===== src/rtl/csr_dc_pkg.sv =====
package csr_dc_pkg;
  typedef enum logic [1:0] {
    ST_IDLE  = 2'd0,
    ST_ISSUE = 2'd1,
    ST_DRAIN = 2'd2,
    ST_RACK  = 2'd3
  } dc_state_e;
endpackage


===== src/rtl/csr_dc_seq.sv =====
module csr_dc_seq #(
  parameter int CPU_AW = 6,
  parameter int RATIO  = 4,
  parameter int IW     = 2
) (
  input  logic              clk_i,
  input  logic              rst_ni,
  input  logic              req_i,
  input  logic              we_i,
  input  logic [CPU_AW-1:0] addr_i,
  output logic              issue_o,
  output logic              we_o,
  output logic [IW-1:0]     idx_o,
  output logic [CPU_AW-1:0] base_o,
  output logic              ack_o
);
  import csr_dc_pkg::*;

  localparam logic [IW-1:0] LAST_IDX = IW'(RATIO - 1);

  dc_state_e         state_q;
  logic [IW-1:0]     idx_q;
  logic              we_q;
  logic [CPU_AW-1:0] base_q;
  logic              last;

  assign last = (idx_q == LAST_IDX);

  always_ff @(posedge clk_i or negedge rst_ni) begin
    if (!rst_ni) begin
      state_q <= ST_IDLE;
      idx_q   <= '0;
      we_q    <= 1'b0;
      base_q  <= '0;
    end else begin
      unique case (state_q)
        ST_IDLE: if (req_i) begin
          state_q <= ST_ISSUE;
          idx_q   <= '0;
          we_q    <= we_i;
          base_q  <= addr_i;
        end
        ST_ISSUE: begin
          if (last) begin
            idx_q   <= '0;
            state_q <= we_q ? ST_IDLE : ST_DRAIN;
          end else begin
            idx_q <= idx_q + 1'b1;
          end
        end
        // last read chunk lands at the end of this cycle
        ST_DRAIN: state_q <= ST_RACK;
        ST_RACK:  state_q <= ST_IDLE;
        default:  state_q <= ST_IDLE;
      endcase
    end
  end

  assign issue_o = (state_q == ST_ISSUE);
  assign we_o    = we_q;
  assign idx_o   = idx_q;
  assign base_o  = base_q;
  assign ack_o   = (issue_o && we_q && last) || (state_q == ST_RACK);

  AST_CNT_RANGE: assert property (@(posedge clk_i) disable iff (!rst_ni)
    idx_q <= LAST_IDX);
  AST_ACK_PULSE: assert property (@(posedge clk_i) disable iff (!rst_ni)
    ack_o |=> !ack_o);
endmodule


===== src/rtl/csr_dc_wsel.sv =====
module csr_dc_wsel #(
  parameter int CPU_DW = 32,
  parameter int CSR_DW = 8,
  parameter int RATIO  = 4,
  parameter int IW     = 2
) (
  input  logic [CPU_DW-1:0] wdata_i,
  input  logic [IW-1:0]     idx_i,
  output logic [CSR_DW-1:0] chunk_o
);
  logic [CSR_DW-1:0] chunks [RATIO];

  for (genvar g = 0; g < RATIO; g++) begin : g_slice
    assign chunks[g] = wdata_i[g*CSR_DW +: CSR_DW];
  end

  always_comb begin
    chunk_o = '0;
    for (int i = 0; i < RATIO; i++) begin
      if (idx_i == IW'(i)) chunk_o = chunks[i];
    end
  end
endmodule


===== src/rtl/csr_dc_rasm.sv =====
module csr_dc_rasm #(
  parameter int CPU_DW = 32,
  parameter int CSR_DW = 8,
  parameter int RATIO  = 4,
  parameter int IW     = 2
) (
  input  logic              clk_i,
  input  logic              rst_ni,
  input  logic              r_stb_i,
  input  logic [IW-1:0]     idx_i,
  input  logic [CSR_DW-1:0] r_data_i,
  output logic [CPU_DW-1:0] word_o
);
  logic              cap_vld_q;
  logic [IW-1:0]     cap_idx_q;
  logic [CSR_DW-1:0] slot_q [RATIO];

  // data returns one cycle after the strobe; remember which slot it belongs to
  always_ff @(posedge clk_i or negedge rst_ni) begin
    if (!rst_ni) begin
      cap_vld_q <= 1'b0;
      cap_idx_q <= '0;
    end else begin
      cap_vld_q <= r_stb_i;
      cap_idx_q <= idx_i;
    end
  end

  for (genvar g = 0; g < RATIO; g++) begin : g_slot
    always_ff @(posedge clk_i or negedge rst_ni) begin
      if (!rst_ni)                                 slot_q[g] <= '0;
      else if (cap_vld_q && cap_idx_q == IW'(g))  slot_q[g] <= r_data_i;
    end
    assign word_o[g*CSR_DW +: CSR_DW] = slot_q[g];
  end
endmodule


===== src/rtl/csr_width_dc.sv =====
module csr_width_dc #(
  parameter int CPU_AW = 6,
  parameter int CPU_DW = 32,
  parameter int CSR_DW = 8,
  parameter int RATIO  = CPU_DW / CSR_DW,
  parameter int IW     = (RATIO > 1) ? $clog2(RATIO) : 1,
  parameter int CSR_AW = CPU_AW + IW
) (
  input  logic              clk_i,
  input  logic              rst_ni,
  input  logic              req_i,
  input  logic              we_i,
  input  logic [CPU_AW-1:0] addr_i,
  input  logic [CPU_DW-1:0] wdata_i,
  output logic              ack_o,
  output logic [CPU_DW-1:0] rdata_o,
  output logic [CSR_AW-1:0] csr_addr_o,
  output logic              csr_r_stb_o,
  input  logic [CSR_DW-1:0] csr_r_data_i,
  output logic              csr_w_stb_o,
  output logic [CSR_DW-1:0] csr_w_data_o
);
  logic              issue;
  logic              we_q;
  logic [IW-1:0]     idx;
  logic [CPU_AW-1:0] base;

  csr_dc_seq #(.CPU_AW(CPU_AW), .RATIO(RATIO), .IW(IW)) u_seq (
    .clk_i   (clk_i),
    .rst_ni  (rst_ni),
    .req_i   (req_i),
    .we_i    (we_i),
    .addr_i  (addr_i),
    .issue_o (issue),
    .we_o    (we_q),
    .idx_o   (idx),
    .base_o  (base),
    .ack_o   (ack_o)
  );

  // write word is held by the CPU until ack, so it is sliced directly
  csr_dc_wsel #(.CPU_DW(CPU_DW), .CSR_DW(CSR_DW), .RATIO(RATIO), .IW(IW)) u_wsel (
    .wdata_i (wdata_i),
    .idx_i   (idx),
    .chunk_o (csr_w_data_o)
  );

  csr_dc_rasm #(.CPU_DW(CPU_DW), .CSR_DW(CSR_DW), .RATIO(RATIO), .IW(IW)) u_rasm (
    .clk_i    (clk_i),
    .rst_ni   (rst_ni),
    .r_stb_i  (csr_r_stb_o),
    .idx_i    (idx),
    .r_data_i (csr_r_data_i),
    .word_o   (rdata_o)
  );

  assign csr_addr_o  = CSR_AW'(base) * CSR_AW'(RATIO) + CSR_AW'(idx);
  assign csr_r_stb_o = issue && !we_q;
  assign csr_w_stb_o = issue && we_q;

  AST_ONE_STB: assert property (@(posedge clk_i) disable iff (!rst_ni)
    !(csr_r_stb_o && csr_w_stb_o));
  AST_ADDR_STEP: assert property (@(posedge clk_i) disable iff (!rst_ni)
    ((csr_r_stb_o || csr_w_stb_o) && $past(csr_r_stb_o || csr_w_stb_o))
      |-> csr_addr_o == $past(csr_addr_o) + 1'b1);
  AST_RD_ACK: assert property (@(posedge clk_i) disable iff (!rst_ni)
    (ack_o && !csr_w_stb_o) |-> ($past(csr_r_stb_o, 2) && !$past(csr_r_stb_o)));
endmodule


===== config.mk =====
export PLATFORM = sky130hd
export DESIGN_NAME = csr_width_dc
export DESIGN_NICKNAME = d
export VERILOG_FILES = /design/src/rtl/csr_dc_pkg.sv /design/src/rtl/csr_dc_seq.sv /design/src/rtl/csr_dc_wsel.sv /design/src/rtl/csr_dc_rasm.sv /design/src/rtl/csr_width_dc.sv
export SDC_FILE = /design/constraint.sdc
export NUM_CORES = 1
export LEC_CHECK = 0
export BUFFER_PORTS_ARGS = -buffer_cell sky130_fd_sc_hd__buf_4
export CAP_MARGIN = 20
export CORE_MARGIN = 2
export CORE_UTILIZATION = 48
export CTS_CLUSTER_DIAMETER = 100
export CTS_CLUSTER_SIZE = 8
export DETAILED_ROUTE_END_ITERATION = 10
export GPL_ROUTABILITY_DRIVEN = 0
export PLACE_DENSITY = 0.9
export SYNTH_ARGS = -nofsm -noshare
export SYNTH_HDL_FRONTEND = slang
export SYNTH_SLANG_ARGS = --single-unit

===== constraint.sdc =====
create_clock -name clk_i -period 4.3 [get_ports clk_i]
set_clock_uncertainty 0.05 [all_clocks]
set_input_delay 0.43 -clock clk_i [delete_from_list [all_inputs] [get_ports clk_i]]
set_output_delay 0.43 -clock clk_i [all_outputs]
set_load 0.02 [all_outputs]

==> flow_metrics.py, run 1 <==
metrics = {
    "status": {
        "status": "finished, final reports clean",
    },
    "detailed_routing": {
        "drc": 0,
        "drt-vias-per-instance": 5.24,
        "first_iter_violations": 81,
        "wl_per_cell_um": 15.4,
        "dr.pass1.iters": 4,
        "routed_wl_um": 4560,
        "vias": 1555,
        "postRouteAntennaNets": 0,
    },
    "logic_synthesis": {
        "seq_area_frac_synth_pct": 57.6,
        "syn-num-nets": 197,
        "synth-warning-count": 0,
        "synth.largest_area_cell": "dfrtp_1",
        "ys_ff_latch": 46,
        "synth.avg_cell_area_um2": 14.0,
        "netlist.area_leader.share_pct": 57.6,
        "syn_area_mm2": 0.00200,
        "synth_area_leaders": "dfrtp_1 (58%), mux2_2 (22%), a22oi_1 (2.6%)",
        "syn_inst": 143,
        "ys_types": 25,
    },
    "setup_path": {
        "arrival_ns": 2.07,
        "critPathCaptureType": "output pin",
        "cp.required_ns": 3.82,
        "critPathKind": "flip-flop to output pin",
        "critPathLaunchType": "flip-flop",
        "path_max_fanout": 10,
    },
    "sta": {
        "finalHoldViolCount": 0,
        "finalSetupViolCount": 0,
        "worst_slew_margin_rel_pct": 62.3,
        "tightest_slew_ns": 0.566,
        "clock.fmax_ghz": 0.392,
        "fin_crit_sh_pct": 59.3,
        "fin_setup_tns_ns": 0,
        "period_minus_slack_ns": 2.55,
        "rsz0062_at_grt": "false",
        "final.setup.worst_slack_ns": 1.75,
        "finalMaxSlewViolations": 0,
    },
    "cts": {
        "clk_latency_ns": 0.29,
        "cts_resized": 0,
        "h-tree-depth": 2,
        "cts_setup_buffers": 0,
        "cts_sinks": 46,
        "cts_max_path_buffers": 2,
        "cts_root_buf": "clkbuf_8",
        "numCtsBuffers": 5,
        "cts_tree": "done",
        "clkTransAtPathRegs_ns": 0.08,
        "holdBufCountCts": 0,
    },
    "min_path": {
        "hold_path.class": "input port to asynchronous set/reset pin",
    },
    "finish": {
        "syn2layout_area_growth_pct": 44.4,
        "finalNetCount": 300,
        "final_cell_count_no_fill": 297,
        "n_antenna_cell": 0,
        "drive_gt1_share_pct": 61.5,
        "multiInputGateArea_um2": 813,
        "fillers": 283,
        "fin_area_mm2": 0.00288,
        "fin_util_pct": 72.1,
        "seq_area_mm2": 0.00115,
    },
    "grt": {
        "antenna_found_initial": 0,
        "grt_max_degree": 47,
        "grt_pass1_vias": 1480,
        "overflow": 0,
        "grt_usage_pct": 20.6,
        "grt_pass1_wl_um": 7070,
    },
    "floorplanning": {
        "die_y_um": 68.5,
        "die_w_um": 68.5,
        "start_util_pct": 49.9,
        "core_region_area_mm2": 0.00400,
        "rows": 23,
        "ios": 101,
        "die-area_mm2": 0.00469,
    },
    "place": {
        "dp_slack_ns": 2.09,
        "io_buffers": 100,
        "dp_hpwl_um": 3550,
        "place_area_mm2": 0.00279,
        "dp.cells": 289,
    },
    "power": {
        "power_density_mw_per_mm2": 847,
        "p_leak_nw": 1.37,
        "peakVddDrop_mv": 0.477,
    },
    "flow_run": {
        "drv_cap": 0,
    },
}
-- cell usage in the layout, fill, tap and decap left out, drive strengths merged --
master / Yosys / final
buf: 2 / 100
o21ai: 1 / 1
o22ai: 8 / 8
a21oi: 8 / 8
o2bb2ai: 1 / 1
clkbuf: 2 / 7
nand2b: 2 / 2
a32o: 1 / 1
dfrtp: 46 / 46
or3b: 1 / 1
mux2: 39 / 39
nand3: 1 / 1
a22oi: 7 / 7
nand2: 2 / 2
inv: 4 / 4
nand3b: 3 / 3
clkinv: 0 / 1
nor3b: 2 / 2
o21bai: 1 / 1
nor2b: 2 / 2
ha: 4 / 4
nor2: 3 / 3
o31ai: 1 / 1
and3: 1 / 1
a31oi: 1 / 1
-- sequential cells by signal, summed over array words and instances, names as in the netlist, named ones only --
name and count:
u_rasm.cap_idx_q 2, u_rasm.cap_vld_q 1, u_rasm.word_o 32, u_seq.base_o 6, u_seq.idx_o 2, u_seq.state_q 1
u_seq.we_o 1
-- cells in the mapped netlist --
cell and instances:
dfrtp_1 46, mux2_2 39, a21oi_1 8, o22ai_1 8, a22oi_1 7, ha_1 4
inv_1 4, nor2_1 3, buf_2 2, clkbuf_1 2, nand2_1 2, nand2b_1 2
nand3b_2 2, nor2b_1 2, nor3b_4 2, a31oi_1 1, a32o_1 1, and3_1 1
nand3_2 1, nand3b_1 1, o21ai_0 1, o21bai_1 1, o2bb2ai_1 1, o31ai_1 1
or3b_2 1
-- cells by family (layout without fill, tap and decap cells) --
family,Yosys count,count (layout),synth area share [%]
fa+ha+maj,4,4,2.51
flops,46,46,57.6
simple gates,17,17,6.83
mux,39,39,22.0
compound gates,29,29,9.40
buf+inv,8,112,1.63
-- where the power goes --
part           leakage (nW)  internal [W]  switching, W
sequential            0.544      0.000653      0.000156
clock                0.0482      0.000130      0.000136
combinational         0.779      0.000663      0.000704
total                  1.37       0.00145      0.000996
-- layer usage --
| layer | share of wire (%) | track usage, % | vias to the layer above |
|---|---|---|---|
| met4 | 0.46 | 5.25 | 0 |
| met5 | 0 | 0 | - |
| met1 | 42 | 27.4 | 742 |
| li1 | - | - | 738 |
| met3 | 8.7 | 6.98 | 3 |
| met2 | 49 | 32.6 | 72 |
-- per-stage QoR --
stage | power [W] | hold WS [ns]
final | 0.00244 | 0.0683
after global routing | 0.00261 | 0.106
after CTS | 0.00247 | 0.0918
after detailed placement | 0.00220 | 0.420
after global placement | 0.00216 | 0.403
after floorplan | 0.00161 | 0.0844
-- worst paths after layout --
kind	from	slack, ns	endpoint	depth (start not counted)
hold / removal	rst_ni	0.07	u_rasm.word_o[10]	1
max in group asynchronous	rst_ni	3.74	u_seq.we_o	1
min in group clk_i	addr_i[3]	0.31	u_seq.base_o[3]	2
setup / recovery	u_seq.idx_o[1]	1.75	csr_w_data_o[0]	6
hold reg to reg	u_seq.idx_o[1]	0.46	u_rasm.cap_idx_q[1]	0
setup reg to reg	u_rasm.cap_idx_q[1]	2.81	u_rasm.word_o[0]	2
-- cell type report --
class / count / share of cell area (%)
Multi-Input combinational cell: 89 / 28.2
Tap cell: 50 / 2.17
Clock inverter: 1 / 0.174
Timing Repair Buffer: 100 / 26.0
Sequential cell: 46 / 39.9
Inverter: 4 / 0.521
Clock buffer: 7 / 2.99
-- worst max-delay path, cell delays in order (launching register included) --
cell     delay (ns)
dfrtp_1        0.45
inv_1          0.09
ha_1           0.31
nor2b_1        0.43
a22oi_1        0.15
a21oi_1        0.19
buf_4          0.16
Power figures use the tool's default switching activity.
==> inputs of run 2 (changes only) <==
--- a/config.mk
+++ b/config.mk
@@ -8,12 +8,12 @@
 export BUFFER_PORTS_ARGS = -buffer_cell sky130_fd_sc_hd__buf_4
 export CAP_MARGIN = 20
 export CORE_MARGIN = 2
-export CORE_UTILIZATION = 48
+export CORE_UTILIZATION = 45
 export CTS_CLUSTER_DIAMETER = 100
 export CTS_CLUSTER_SIZE = 8
 export DETAILED_ROUTE_END_ITERATION = 10
 export GPL_ROUTABILITY_DRIVEN = 0
-export PLACE_DENSITY = 0.9
+export PLACE_DENSITY = 0.85
 export SYNTH_ARGS = -nofsm -noshare
 export SYNTH_HDL_FRONTEND = slang
 export SYNTH_SLANG_ARGS = --single-unit
==> constraint.sdc (replaced) <==
create_clock -name clk_i -period 2.5 [get_ports clk_i]
set_clock_uncertainty 0.05 [all_clocks]
set_input_delay 0.25 -clock clk_i [delete_from_list [all_inputs] [get_ports clk_i]]
set_output_delay 0.25 -clock clk_i [all_outputs]
set_load 0.02 [all_outputs]
==> flow_metrics.py, run 2 (synthesis gave the netlist of run 1 again) <==
metrics = {
    "status": {
        "status": "finished, final reports clean",
    },
    "cts": {
        "clk_latency_ns": 0.29,
        "numCtsBuffers": 5,
        "h-tree-depth": 2,
        "cts_tree": "done",
        "cts_max_path_buffers": 2,
        "cts_setup_buffers": 0,
        "cts_root_buf": "clkbuf_8",
        "clkTransAtPathRegs_ns": 0.08,
        "cts_sinks": 46,
    },
    "setup_path": {
        "startpoint": "u_seq.idx_o[0]",
        "arrival_ns": 1.95,
        "worstReg2RegStart": "u_rasm.cap_idx_q[1]",
        "critPathKind": "flip-flop to output pin",
        "critPathCaptureType": "output pin",
        "critPathLaunchType": "flip-flop",
        "path_max_fanout": 10,
        "cp.required_ns": 2.20,
        "r2r_slack_ns": 0.99,
    },
    "detailed_routing": {
        "drt-vias-per-instance": 5.25,
        "dr.pass1.iters": 5,
        "wl_met2_um": 2340,
        "postRouteAntennaNets": 0,
        "vias": 1575,
        "drc": 0,
        "met1_length_um": 1900,
        "wl_met3_um": 385,
        "routed_wl_um": 4660,
        "routed.top_layer": "met4",
        "first_iter_violations": 99,
        "wl_per_cell_um": 15.5,
    },
    "floorplanning": {
        "die-area_mm2": 0.00499,
        "start_util_pct": 46.2,
        "core_region_area_mm2": 0.00432,
        "rows": 24,
        "die_w_um": 70.6,
        "ios": 101,
        "die_y_um": 70.6,
    },
    "sta": {
        "fin_crit_sh_pct": 90.0,
        "period_minus_slack_ns": 2.25,
        "hold-worst-slack_ns": 0.136,
        "finalMaxSlewViolations": 0,
        "finalSetupViolCount": 0,
        "clock.fmax_ghz": 0.444,
        "rsz0062_at_grt": "false",
        "finalHoldViolCount": 0,
        "final.setup.worst_slack_ns": 0.249,
        "worst_slew_margin_rel_pct": 62.8,
        "fin_setup_tns_ns": 0,
        "tightest_slew_ns": 0.558,
    },
    "place": {
        "io_buffers": 100,
        "dp_hpwl_um": 3660,
        "dp_slack_ns": 0.582,
    },
    "power": {
        "seq_power_share_pct": 33.3,
        "power_density_mw_per_mm2": 1440,
        "intPower_w": 0.00246,
        "p_leak_nw": 1.37,
        "peakVddDrop_mv": 0.747,
        "comb_power_share_pct": 56.2,
        "clockPowerShare_pct": 10.5,
        "switching_power_w": 0.00172,
        "power.share.switching_pct": 41.1,
    },
    "grt": {
        "grt_pass1_wl_um": 7520,
        "grt_pass1_vias": 1602,
        "grt_usage_pct": 19.3,
        "overflow": 0,
        "antenna_found_initial": 0,
        "grt_max_degree": 47,
    },
    "finish": {
        "finalNetCount": 301,
        "largest_register_ffs": 32,
        "drive_gt1_share_pct": 61.7,
        "syn2layout_area_growth_pct": 45.0,
        "final_common_cell": "buf_4",
        "fin_util_pct": 67.0,
        "n_antenna_cell": 0,
        "mostFrequentLayoutCells": "buf_4 (100), dfrtp_1 (46), mux2_2 (39), a21oi_1 (8), o22ai_1 (8)",
    },
    "min_path": {
        "min_from": "addr_i[4]",
        "hold_path.class": "input port to flip-flop",
    },
    "flow_run": {
        "drv_cap": 0,
    },
}
==> run 2: changes by cell type in the layout (fill, tap and decap cells not counted) <==
cell	change
clkbuf_8	-1
clkinvlp_4	+1
dlygate4sd3_1	+1
clkinv_4	+1
clkbuf_1	-1
==> run 2: path summary, 6_finish.rpt <==
path / end / depth (start not counted)
setup / recovery: csr_w_data_o[6] / 5
hold / removal: u_seq.base_o[4] / 2
setup reg to reg: u_rasm.word_o[2] / 2
hold reg to reg: u_rasm.cap_idx_q[1] / 0
max in group asynchronous: u_rasm.word_o[24] / 2
min in group asynchronous: u_rasm.word_o[17] / 2
==> run 2: power by group through the flow <==
stage	clock network [W]	registers, W	logic (W)
floorplan	0	0.00176	0.00100
global placement	0	0.00139	0.00232
detailed placement	0	0.00141	0.00237
CTS	0.000457	0.00139	0.00237
global route	0.000490	0.00144	0.00250
finish	0.000438	0.00139	0.00235
==> run 2: worst max-delay path: stages, from the launching register on <==
cell     delay (ns)
dfrtp_1        0.46
ha_1           0.34
nor2b_1        0.39
a22oi_1        0.13
a21oi_1        0.18
buf_4          0.16
==> run 2: timing repair <==
action                                 CTS  global route
gates resized for setup                  0             0
endpoints found under the hold margin   46             0
hold buffers                             1             0
setup endpoints to repair                0             0
==> run 2: final cells by class <==
| class | count | area (um^2) |
|---|---|---|
| Clock buffer | 5 | 68.8 |
| Fill cell | 319 | 1430 |
| Timing Repair Buffer | 101 | 761 |
| Sequential cell | 46 | 1150 |
| Tap cell | 52 | 65.1 |
| Inverter | 4 | 15.0 |
| Clock inverter | 3 | 21.3 |
| Multi-Input combinational cell | 89 | 813 |
==> run 2: metal layers <==
layer,up-vias,track usage [%]
li1,739,-
met1,743,24.2
met2,87,33.0
met3,6,5.98
met4,0,4.40
met5,-,0
==> run 2: metrics by stage <==
stage / total power [W] / instance area, um^2 / std cells
after floorplan: 0.00277 / 2000 / 143
after global placement: 0.00372 / 2800 / 291
after detailed placement: 0.00377 / 2800 / 291
after CTS: 0.00423 / 2900 / 300
after global routing: 0.00443 / 2900 / 300
final: 0.00418 / 2900 / 300
==> inputs of run 3 (changes only) <==
--- a/config.mk
+++ b/config.mk
@@ -5,15 +5,16 @@
 export SDC_FILE = /design/constraint.sdc
 export NUM_CORES = 1
 export LEC_CHECK = 0
+export ABC_AREA = 1
 export BUFFER_PORTS_ARGS = -buffer_cell sky130_fd_sc_hd__buf_4
 export CAP_MARGIN = 20
 export CORE_MARGIN = 2
-export CORE_UTILIZATION = 45
+export CORE_UTILIZATION = 47
 export CTS_CLUSTER_DIAMETER = 100
 export CTS_CLUSTER_SIZE = 8
 export DETAILED_ROUTE_END_ITERATION = 10
 export GPL_ROUTABILITY_DRIVEN = 0
-export PLACE_DENSITY = 0.85
+export PLACE_DENSITY = 0.86
 export SYNTH_ARGS = -nofsm -noshare
 export SYNTH_HDL_FRONTEND = slang
 export SYNTH_SLANG_ARGS = --single-unit
==> flow_metrics.py, run 3 <==
metrics = {
    "finish": {
        "mostFrequentLayoutCells": "buf_4 (100), nand2_1 (80), dfrtp_1 (46), inv_1 (32), o21ai_2 (27)",
        "finalNetCount": 401,
        "largest_register_ffs": 32,
        "fillers": 388,
        "final_cell_count_no_fill": 399,
        "n_antenna_cell": 0,
        "final_common_cell": "buf_4",
        "syn2layout_area_growth_pct": 37.0,
        "fin_util_pct": 68.1,
        "drive_gt1_share_pct": 39.8,
    },
    "cts": {
        "numCtsBuffers": 5,
        "cts_root_buf": "clkbuf_8",
        "h-tree-depth": 2,
        "cts_tree": "done",
        "cts_sinks": 46,
        "clkTransAtPathRegs_ns": 0.07,
        "clk_latency_ns": 0.28,
        "cts_max_path_buffers": 2,
        "cts_setup_buffers": 0,
    },
    "floorplanning": {
        "die_w_um": 72.6,
        "rows": 24,
        "die-area_mm2": 0.00527,
        "core_region_area_mm2": 0.00444,
        "ios": 101,
        "die_y_um": 72.6,
        "start_util_pct": 49.7,
    },
    "logic_synthesis": {
        "syn-num-nets": 304,
        "syn_inst": 250,
        "synth_edf_count": 0,
        "synth-warning-count": 0,
        "synth.avg_cell_area_um2": 8.84,
        "syn_area_mm2": 0.00221,
        "async_reset_ff_share_pct": 100,
        "seq_area_frac_synth_pct": 52.1,
        "synth_common_cells": "nand2_1 (80), dfrtp_1 (46), inv_1 (32), o21ai_2 (27), a21oi_1 (17)",
        "synth.largest_area_cell": "dfrtp_1",
        "ys.flop_type": "dfrtp_1",
        "ys_ff_latch": 46,
        "netlist.area_leader.share_pct": 52.1,
        "ys_types": 18,
        "synth_most_common_cell": "nand2_1",
        "synth_area_leaders": "dfrtp_1 (52%), nand2_1 (14%), o21ai_2 (11%)",
    },
    "min_path": {
        "hold_depth": 3,
        "hold_end": "u_seq.state_q[0]",
        "hold_path.class": "input port to flip-flop",
        "min_from": "req_i",
    },
    "power": {
        "clockPowerShare_pct": 9.6,
        "intPower_w": 0.00232,
        "comb_power_share_pct": 58.4,
        "switching_power_w": 0.00193,
        "peakVddDrop_mv": 0.619,
        "p_leak_nw": 1.66,
        "seq_power_share_pct": 31.9,
        "power_density_mw_per_mm2": 1400,
        "power.share.switching_pct": 45.5,
    },
    "grt": {
        "overflow": 0,
        "grt_pass1_vias": 1874,
        "grt_pass1_wl_um": 8360,
        "grt_usage_pct": 20.3,
        "grt_max_degree": 47,
        "antenna_found_initial": 0,
    },
    "sta": {
        "period_minus_slack_ns": 2.10,
        "finalHoldViolCount": 0,
        "tightest_slew_ns": 0.606,
        "rsz0062_at_grt": "false",
        "fin_setup_tns_ns": 0,
        "finalSetupViolCount": 0,
        "worst_slew_margin_rel_pct": 59.6,
        "fin_crit_sh_pct": 83.9,
        "clock.fmax_ghz": 0.477,
        "finalMaxSlewViolations": 0,
    },
    "place": {
        "dp_hpwl_um": 3850,
        "io_buffers": 100,
        "dp.cells": 391,
    },
    "setup_path": {
        "r2r_end": "u_seq.idx_o[0]",
        "critPathBufInv": 2,
        "rr_worst_depth": 4,
        "critPathKind": "flip-flop to output pin",
        "r2r_slack_ns": 0.99,
        "slowest_stage": "ha_1",
        "critPathLaunchType": "flip-flop",
        "worstReg2RegStart": "u_seq.idx_o[0]",
        "cp_slowest_stage_delay_ns": 0.50,
        "cp.required_ns": 2.20,
        "crit_chain": "inv_1 > ha_1 > a21oi_1 > nand2_1 > nand2_1 > buf_4",
        "crit_family": "adder cells",
        "critPathCaptureType": "output pin",
        "cpMostUsedCell": "nand2_1",
        "path_max_fanout": 16,
        "arrival_ns": 1.80,
    },
    "detailed_routing": {
        "first_iter_violations": 77,
        "drt-vias-per-instance": 4.86,
        "routed_wl_um": 5080,
        "wl_per_cell_um": 12.7,
        "postRouteAntennaNets": 0,
        "dr.pass1.iters": 4,
        "vias": 1939,
        "drc": 0,
    },
    "status": {
        "status": "finished, final reports clean",
    },
    "flow_run": {
        "drv_cap": 0,
    },
}
run 3: cell type report:
class / count / area, um^2 / share of cell area, %
Clock buffer: 7 / 76.3 / 2.52
Tap cell: 52 / 65.1 / 2.15
Multi-Input combinational cell: 161 / 853 / 28.2
Inverter: 32 / 120 / 3.97
Sequential cell: 46 / 1150 / 38.0
Timing Repair Buffer: 101 / 761 / 25.1
run 3: worst min-delay path, cell delays in order:
cell     delay [ns]
buf_4          0.09
o21ai_0        0.06
nand2_1        0.06
run 3: kinds of logic after synthesis:
group / after synthesis / share of synthesized area, %
buffers and inverters: 43 / 9.29
and+or+nand+nor: 97 / 18.2
adders and majority gates: 4 / 2.27
AOI/OAI and AO/OA: 60 / 18.2
DFF: 46 / 52.1
run 3: stage by stage:
| stage | area [um^2] | hold slack [ns] | total power, W | worst slack, ns |
|---|---|---|---|---|
| finish | 3030 | 0.162 | 0.00425 | 0.403 |
| global route | 3030 | 0.164 | 0.00458 | 0.211 |
| global placement | 2940 | 0.228 | 0.00378 | 0.743 |
| CTS | 3030 | 0.155 | 0.00428 | 0.378 |
| floorplan | 2210 | -0.0956 | 0.00291 | 0.750 |
| detailed placement | 2940 | 0.229 | 0.00387 | 0.704 |
run 3: worst max-delay path by stage:
stage                   start         endpoint  depth (start not counted)
3_3_place_gp   u_seq.idx_o[0]  csr_w_data_o[5]                          6
6_report       u_seq.idx_o[0]  csr_w_data_o[2]                          6
3_5_place_dp   u_seq.idx_o[0]  csr_w_data_o[2]                          6
4_1_cts        u_seq.idx_o[0]  csr_w_data_o[2]                          6
5_1_grt        u_seq.idx_o[0]  csr_w_data_o[0]                          7
2_1_floorplan  u_seq.idx_o[0]            ack_o                          5
run 3: power groups by stage:
stage	logic [W]	clock network (W)	registers (W)
floorplan	0.00118	0	0.00173
global placement	0.00243	0	0.00135
detailed placement	0.00250	0	0.00137
CTS	0.00251	0.000420	0.00136
global route	0.00272	0.000456	0.00140
finish	0.00248	0.000409	0.00136
run 3: repair_timing:
action                                  4_1_cts  5_1_grt
hold buffers                                  1        0
hold endpoints to repair                     46        0
endpoints found under the setup margin        0        0
gates resized for setup                       0        0
run 3: routing by layer:
metal / global-route usage (%) / vias to the layer above / routed length [um]
li1: - / 985 / -
met1: 24.1 / 886 / 2020
met2: 36.4 / 62 / 2740
met3: 5.56 / 6 / 265
met4: 4.73 / 0 / 52
met5: 0 / - / 0
